### config.mk
export PLATFORM = sky130hd
export DESIGN_NAME = cache_maint_seq
export DESIGN_NICKNAME = d
export VERILOG_FILES = /design/src/rtl/cache_maint_seq.sv
export SDC_FILE = /design/constraint.sdc
export NUM_CORES = 1
export LEC_CHECK = 0
export CORE_ASPECT_RATIO = 1.75
export CORE_MARGIN = 2
export CORE_UTILIZATION = 60
export DETAILED_ROUTE_END_ITERATION = 16
export GPL_TIMING_DRIVEN = 0
export PLACE_DENSITY = 0.86
export SETUP_SLACK_MARGIN = 0.3
export SLEW_MARGIN = 10
export SYNTH_ARGS = -nofsm -noshare
export SYNTH_HDL_FRONTEND = slang
export SYNTH_SLANG_ARGS = --single-unit
### constraint.sdc
create_clock -name clk -period 3.5 [get_ports clk]
set_input_delay 0.525 -clock clk [delete_from_list [all_inputs] [get_ports clk]]
set_output_delay 0.525 -clock clk [all_outputs]
set_load 0.05 [all_outputs]
### src/rtl/cache_maint_seq.sv
module cache_maint_seq #(
  parameter int SETS   = 8,
  parameter int WAYS   = 2,
  parameter int TAG_W  = 8,
  parameter int DATA_W = 16,
  localparam int SET_W = (SETS > 1) ? $clog2(SETS) : 1,
  localparam int WAY_W = (WAYS > 1) ? $clog2(WAYS) : 1
) (
  input  logic                    clk,
  input  logic                    rst_n,
  input  logic                    cmd_valid,
  input  logic                    cmd_clean,
  output logic                    busy,
  output logic                    done,
  input  logic                    fill_en,
  input  logic [SET_W-1:0]        fill_set,
  input  logic [WAY_W-1:0]        fill_way,
  input  logic [1:0]              fill_state,
  input  logic [TAG_W-1:0]        fill_tag,
  input  logic [DATA_W-1:0]       fill_data,
  input  logic [SET_W-1:0]        look_set,
  input  logic [WAY_W-1:0]        look_way,
  output logic [1:0]              look_state,
  output logic                    wb_req,
  output logic [TAG_W+SET_W-1:0]  wb_addr,
  output logic [DATA_W-1:0]       wb_data,
  input  logic                    wb_ack,
  output logic [1:0]              spc_cyc,
  input  logic                    spc_ack
);
  localparam int LINES = SETS * WAYS;
  localparam int IDX_W = (LINES > 1) ? $clog2(LINES) : 1;
  localparam logic [1:0] ST_INV = 2'd0;
  localparam logic [1:0] ST_MOD = 2'd3;

  typedef enum logic [2:0] {F_IDLE, F_SCAN, F_WB, F_SPW, F_SPF} fsm_t;

  fsm_t             fsm;
  logic [IDX_W-1:0] idx;
  logic             mode_q;
  logic [1:0]       st_q  [LINES];
  logic [TAG_W-1:0] tag_q [LINES];
  logic [DATA_W-1:0] dat_q [LINES];

  logic [IDX_W-1:0] fill_idx, look_idx;
  logic [SET_W-1:0] cur_set;
  logic             last, fill_we, line_dirty;

  assign fill_idx   = IDX_W'(fill_set) * IDX_W'(WAYS) + IDX_W'(fill_way);
  assign look_idx   = IDX_W'(look_set) * IDX_W'(WAYS) + IDX_W'(look_way);
  assign cur_set    = SET_W'(idx / IDX_W'(WAYS));
  assign last       = (idx == IDX_W'(LINES - 1));
  assign fill_we    = fill_en && (fsm == F_IDLE);
  assign line_dirty = (st_q[idx] == ST_MOD);

  assign busy       = (fsm != F_IDLE);
  assign wb_req     = (fsm == F_WB);
  assign wb_addr    = {tag_q[idx], cur_set};
  assign wb_data    = dat_q[idx];
  assign spc_cyc    = (fsm == F_SPW) ? 2'b01 : (fsm == F_SPF) ? 2'b10 : 2'b00;
  assign look_state = st_q[look_idx];

  always_ff @(posedge clk) begin
    if (fill_we) begin
      tag_q[fill_idx] <= fill_tag;
      dat_q[fill_idx] <= fill_data;
    end
  end

  always_ff @(posedge clk) begin
    if (!rst_n) begin
      fsm    <= F_IDLE;
      idx    <= '0;
      mode_q <= 1'b0;
      done   <= 1'b0;
      for (int i = 0; i < LINES; i++) st_q[i] <= ST_INV;
    end else begin
      done <= 1'b0;
      case (fsm)
        F_IDLE: begin
          if (fill_we) st_q[fill_idx] <= fill_state;
          if (cmd_valid) begin
            mode_q <= cmd_clean;
            idx    <= '0;
            fsm    <= F_SCAN;
          end
        end
        F_SCAN, F_WB: begin
          if (fsm == F_SCAN && mode_q && line_dirty) begin
            fsm <= F_WB;
          end else if (fsm == F_SCAN || wb_ack) begin
            st_q[idx] <= ST_INV;
            if (last) fsm <= mode_q ? F_SPW : F_SPF;
            else begin
              idx <= idx + 1'b1;
              fsm <= F_SCAN;
            end
          end
        end
        F_SPW: if (spc_ack) fsm <= F_SPF;
        F_SPF: if (spc_ack) begin
          fsm  <= F_IDLE;
          done <= 1'b1;
        end
        default: fsm <= F_IDLE;
      endcase
    end
  end
endmodule

==> results.sh, run 1 <==
export IMPL_drive_above_1_share_pct=31.3
export IMPL_clock_fmax_mhz=312
export IMPL_slew_violations=0
export IMPL_synthArstFlopShare_pct=0
export IMPL_maxCapViolations=0
export IMPL_rsz0062_at_grt="yes"
export IMPL_cts_tree="done"
export IMPL_finalCritPeriodShare_pct=91.7
export IMPL_hpwl_um=26200
export IMPL_yosysTopAreaCell="edfxtp_1"
export IMPL_htree_levels=2
export IMPL_chipHeight_um=229
export IMPL_n_antenna_cell=0
export IMPL_grt_ovfl_total=0
export IMPL_relSlewSlack_pct=48.3
export IMPL_first_pass_iters=7
export IMPL_antenna_left=0
export IMPL_via_count=9526
export IMPL_synth_fp_nets=872
export IMPL_cp_cell_sequence="buf_12, buf_12, buf_16, mux4_2, mux4_2, buf_6"
export IMPL_crit_required_ns=2.97
export IMPL_crit_slowest_cell="mux4_2"
export IMPL_final_nets=1005
export IMPL_coreArea_sq_um=28500
export IMPL_hold_class="in2reg"
export IMPL_synth_warnings=0
export IMPL_grt_pass1_vias=9815
export IMPL_finalHoldViolations=0
export IMPL_synth_ff_latch_count=429
export IMPL_ys_types=63
export IMPL_grt_max_degree=23
export IMPL_tns_ns=0
export IMPL_cts_root_buf="clkbuf_16"
export IMPL_synth_area_leaders="edfxtp_1, mux4_2, dfxtp_1"
export IMPL_status="finished, final reports clean"
export IMPL_grt_pass1_wl_um=65200
export IMPL_wl_per_cell_um=33.5
export IMPL_synthToLayoutAreaGrowth_pct=17.9
export IMPL_vias_per_cell=6.97
export IMPL_numCtsBuffers=36
export IMPL_clockBufferDepth=3
export IMPL_yosysSeqAreaShare_pct=73.7
export IMPL_io_pins=75
export IMPL_grt_util_all_layers_pct=30.5
export IMPL_tightest_slew_ns=0.775
export IMPL_final_common_cell="edfxtp_1"
export IMPL_crit_path_start_kind="flip-flop"
export IMPL_final_cell_mix="edfxtp_1, mux4_2, clkdlybuf4s50_1, clkbuf_16, nor2_1"
export IMPL_start_util_pct=60.7
export IMPL_end_kind="output pin"
export IMPL_port_buffer_count=71
export IMPL_ir_worst_vdd_uv=488
export IMPL_synthCells=830
export IMPL_min_period_ns=3.21
export IMPL_synth_main_ff_cell="edfxtp_1"
export IMPL_drtIter0Drc=1123
export IMPL_antenna_found_initial=1
export IMPL_drt_wl_total_um=45800
export IMPL_setup_violations=0
export IMPL_avgSynthCellArea_sq_um=20.8
export IMPL_synth_top_area_share_pct=72.2
export IMPL_globalplace_congestion=0.957
export IMPL_clock_sinks=429
export IMPL_drc=0
export IMPL_synth_enable_flop_cells=416
export IMPL_cpPeakStageDelay_ns=0.55
export IMPL_rows=82
export IMPL_insertion_delay_ns=0.55
export IMPL_arrival_ns=2.69
export IMPL_die_area_sq_um=30300
export IMPL_p_leak_nw=6.44
export IMPL_cts_hold_buf=0
export IMPL_synth_area_sq_um=17300
export IMPL_cts_clk_slew_worst_paths_ns=0.07
export IMPL_hold_ws_ns=0.401
export IMPL_p_per_area_nw_per_um2=544
export IMPL_crit_fanout=10
export IMPL_dieWidth_um=132
export IMPL_path_class="reg2out"
export IMPL_finClkSkew_ns=0.0250
[power by group]
part,internal [W],switching [W],total (W)
clock,0.00224,0.00187,0.00410
sequential,0.00569,0.0000412,0.00573
combinational,0.000554,0.000701,0.00126
[layer usage]
| layer | up-vias | wire length (um) | global-route usage, % | share of wire [%] |
|---|---|---|---|---|
| met2 | 745 | 24900 | 54.5 | 54 |
| met1 | 4851 | 14500 | 35.0 | 32 |
| met4 | 2 | 2660 | 17.1 | 5.8 |
| li1 | 3748 | - | - | - |
| met5 | - | 13 | 0 | 0.028 |
| met3 | 180 | 3770 | 4.30 | 8.2 |
[worst max-delay path: cells and delay by family, from the launching register on]
kind,cells,cell delay [ns]
flops,1,0.40
mux,2,1.09
buf+inv,4,0.65
[final cells by class]
type,instances,area [sq um]
sequential,429,12800
fill,1684,8120
multi-input combinational,346,4350
timing repair buffer,95,1110
clock buffer,44,983
buffer,49,529
tap,378,473
clock inverter,19,183
inverter,6,22.5
[synthesized netlist by cell type, types with 3 or more instances]
cell and count:
a21oi_1 5, nor2b_1 3, o211a_1 3, buf_6 8, or2_2 5, edfxtp_1 416
mux4_2 130, clkbuf_1 17, o2111ai_1 5, nand2b_1 11, nand3_1 9, o221ai_1 10
inv_1 5, o31ai_1 5, nand2_1 34, nor3_1 6, buf_2 8, and2_1 5
buf_1 5, and3_1 9, nand3b_1 3, nor2_1 51, a31oi_1 4, buf_4 8
dfxtp_1 13, o211ai_1 6
[sequential cells by signal (all words and copies together), names as in the netlist, named ones only]
signal / cells
dat_q: 256
done: 1
fsm: 3
idx: 4
mode_q: 1
st_q: 32
tag_q: 128
[stage by stage]
stage	cell area, sq um	std cells	total power (W)	utilization (%)	setup slack (ns)
floorplan	17300	830	0.00658	-	0.847
global placement	18500	1279	0.00694	64.8	-1.13
detailed placement	19000	1295	0.00700	66.6	-0.374
CTS	20300	1363	0.0110	71.2	0.275
global route	20400	1366	0.0113	71.5	0.247
finish	20400	1366	0.0111	71.5	0.290
[worst paths after layout]
check                         endpoint           startpoint  slack, ns  cells after the start
max                         wb_data[3]            flip-flop       0.29                      6
min                          flip-flop                rst_n       0.40                      4
max reg2reg  st_q[11][0]$_SDFFCE_PN0P_            flip-flop       0.55                      8
min reg2reg        mode_q$_SDFFE_PN0P_  mode_q$_SDFFE_PN0P_       0.66                      2
[timing repair]
action / 4_1_cts / 5_1_grt
cloned: 0 / 1
gates resized for setup: 195 / 24
setup endpoints to repair: 26 / 23
buffers inserted: 5 / 2
[kinds of logic after synthesis]
kind of cell,count (synthesis),synth area share [%]
flops,429,73.7
simple gates,153,4.50
compound gates,60,2.81
mux,132,17.0
fa+ha+maj,1,0.0723
buf+inv,55,1.87
No activity file was read; power rests on OpenSTA's default activity.
==> inputs of run 2 (changes only) <==
CORE_MARGIN = default   (was 2)
==> run 2 against run 1 <==
  * Wire length fell by 5.5%
  * Hold slack better by 0.020 ns
  * Sequential power barely moved
  * Final area is 0.98% lower
  * Maximum frequency increased by 0.58%
  * Critical path depth grew 1
==> results.sh, run 2 (synthesized netlist as in run 1, its figures left out) <==
export IMPL_drt_wl_total_um=43300
export IMPL_hold_ws_ns=0.421
export IMPL_vias_per_cell=6.85
export IMPL_globalplace_congestion=0.970
export IMPL_cts_clk_slew_worst_paths_ns=0.07
export IMPL_finalCritPeriodShare_pct=91.2
export IMPL_die_area_sq_um=29500
export IMPL_dp_cells=1290
export IMPL_crit_family="multiplexers"
export IMPL_final_nets=1005
export IMPL_crit_fanout=7
export IMPL_slew_violations=0
export IMPL_min_period_ns=3.19
export IMPL_largest_reg_flops=256
export IMPL_clockBufferDepth=3
export IMPL_design_area_sq_um=20200
export IMPL_maxCapViolations=0
export IMPL_start_util_pct=61.4
export IMPL_hpwl_um=26000
export IMPL_rsz0062_at_grt="yes"
export IMPL_insertion_delay_ns=0.53
export IMPL_placed_area_sq_um=19000
export IMPL_port_buffer_count=71
export IMPL_relSlewSlack_pct=47.8
export IMPL_grt_max_degree=19
export IMPL_cts_tree="done"
export IMPL_cpPeakStageDelay_ns=0.52
export IMPL_drive_above_1_share_pct=30.4
export IMPL_numCtsBuffers=36
export IMPL_stdcell_count=1360
export IMPL_end_kind="output pin"
export IMPL_clock_sinks=429
export IMPL_ir_worst_vdd_uv=346
export IMPL_crit_slowest_cell="mux4_2"
export IMPL_drc=0
export IMPL_final_cell_mix="edfxtp_1, mux4_2, clkdlybuf4s50_1, clkbuf_16, nor2_1"
export IMPL_wl_per_cell_um=31.8
export IMPL_top_register="dat_q"
export IMPL_synthToLayoutAreaGrowth_pct=16.8
export IMPL_setup_violations=0
export IMPL_antenna_left=0
export IMPL_p_leak_nw=6.34
export IMPL_critical_path_buf_inv_count=5
export IMPL_cp_cell_sequence="buf_12, buf_12, buf_6, buf_4, mux4_2, mux4_2, buf_6"
export IMPL_regArea_sq_um=12800
export IMPL_crit_required_ns=2.97
export IMPL_finClkSkew_ns=0.0249
export IMPL_rows=81
export IMPL_top_regs="dat_q: 256 flops, tag_q: 128 flops, st_q: 32 flops"
export IMPL_crit_path_start_kind="flip-flop"
export IMPL_drtIter0Drc=1195
export IMPL_grt_util_all_layers_pct=30.0
export IMPL_chipHeight_um=227
export IMPL_finalHoldViolations=0
export IMPL_tightest_slew_ns=0.784
export IMPL_grt_pass1_vias=9679
export IMPL_fill_cells=1651
export IMPL_p_per_area_nw_per_um2=526
export IMPL_arrival_ns=2.67
export IMPL_path_class="reg2out"
export IMPL_grt_ovfl_total=0
export IMPL_clock_fmax_mhz=313
export IMPL_grt_pass1_wl_um=61100
export IMPL_cts_hold_buf=0
export IMPL_status="finished, final reports clean"
export IMPL_htree_levels=2
export IMPL_io_pins=75
export IMPL_first_pass_iters=5
export IMPL_cts_root_buf="clkbuf_16"
export IMPL_hold_class="in2reg"
export IMPL_final_common_cell="edfxtp_1"
export IMPL_dieWidth_um=130
export IMPL_antenna_found_initial=1
export IMPL_via_count=9314
export IMPL_multi_input_area_sq_um=4350
export IMPL_coreArea_sq_um=28200
export IMPL_post_route_util_pct=71.7
==> run 2: changes by cell type in the layout (fill, tap and decap cells not counted), sizes merged <==
cell	previous run	this run
inv	7	6
clkinv	12	15
diode	0	1
dlymetal6s2s	1	0
clkdlybuf4s15	0	1
bufinv	3	0
clkinvlp	3	0
clkbuf	62	65
buf	77	76
==> run 2: layout make-up <==
class	instances	area share (%)
Tap cell	373	2.31
Inverter	6	0.111
Antenna cell	1	0.0124
Clock inverter	15	0.316
Buffer	49	2.31
Sequential cell	429	63.1
Timing Repair Buffer	95	5.54
Multi-Input combinational cell	346	21.5
Clock buffer	46	4.75
==> run 2: path summary, 6_finish.rpt <==
check,slack [ns],cells past startpoint,start,endpoint
worst min-delay path,0.42,3,rst_n,mode_q$_SDFFE_PN0P_
worst max-delay path,0.31,7,flip-flop,wb_data[2]
worst max register to register,0.87,8,flip-flop,st_q[6][0]$_SDFFCE_PN0P_
worst min register to register,0.64,2,mode_q$_SDFFE_PN0P_,mode_q$_SDFFE_PN0P_
==> run 2: worst register-to-register path, delay by kind of cell (launching register included) <==
kind / cells / cell delay (ns)
AOI/OAI and AO/OA: 3 / 0.60
buffers and inverters: 2 / 0.41
and+or+nand+nor: 3 / 0.86
DFF: 1 / 0.45
==> run 2: where the power goes <==
group | switching (W) | internal [W]
clock network | 0.00173 | 0.00193
logic | 0.000691 | 0.000544
registers | 0.0000360 | 0.00569
total | 0.00246 | 0.00817
==> run 2: routing by layer <==
layer  GRT usage, %  wire, um  up-vias
met2           52.6     23100      691
met5              0         0        -
li1               -         -     3746
met1           35.5     14100     4735
met3           4.44      3790      142
met4           16.2      2210        0
==> run 2: per-stage QoR <==
stage	TNS, ns	setup WS (ns)	total power, W
6_report	0	0.308	0.0106
5_1_grt	0	0.274	0.0109
4_1_cts	0	0.276	0.0106
3_5_place_dp	-7.08	-0.382	0.00700
3_3_place_gp	-307.84	-1.00	0.00694
2_1_floorplan	0	0.847	0.00658
==> run 2: timing repair <==
item | 4_1_cts | 5_1_grt
gates resized for setup | 181 | 29
setup endpoints to repair | 26 | 24
hold endpoints to repair | 0 | 0
gates cloned | 0 | 1
buffers inserted | 3 | 4
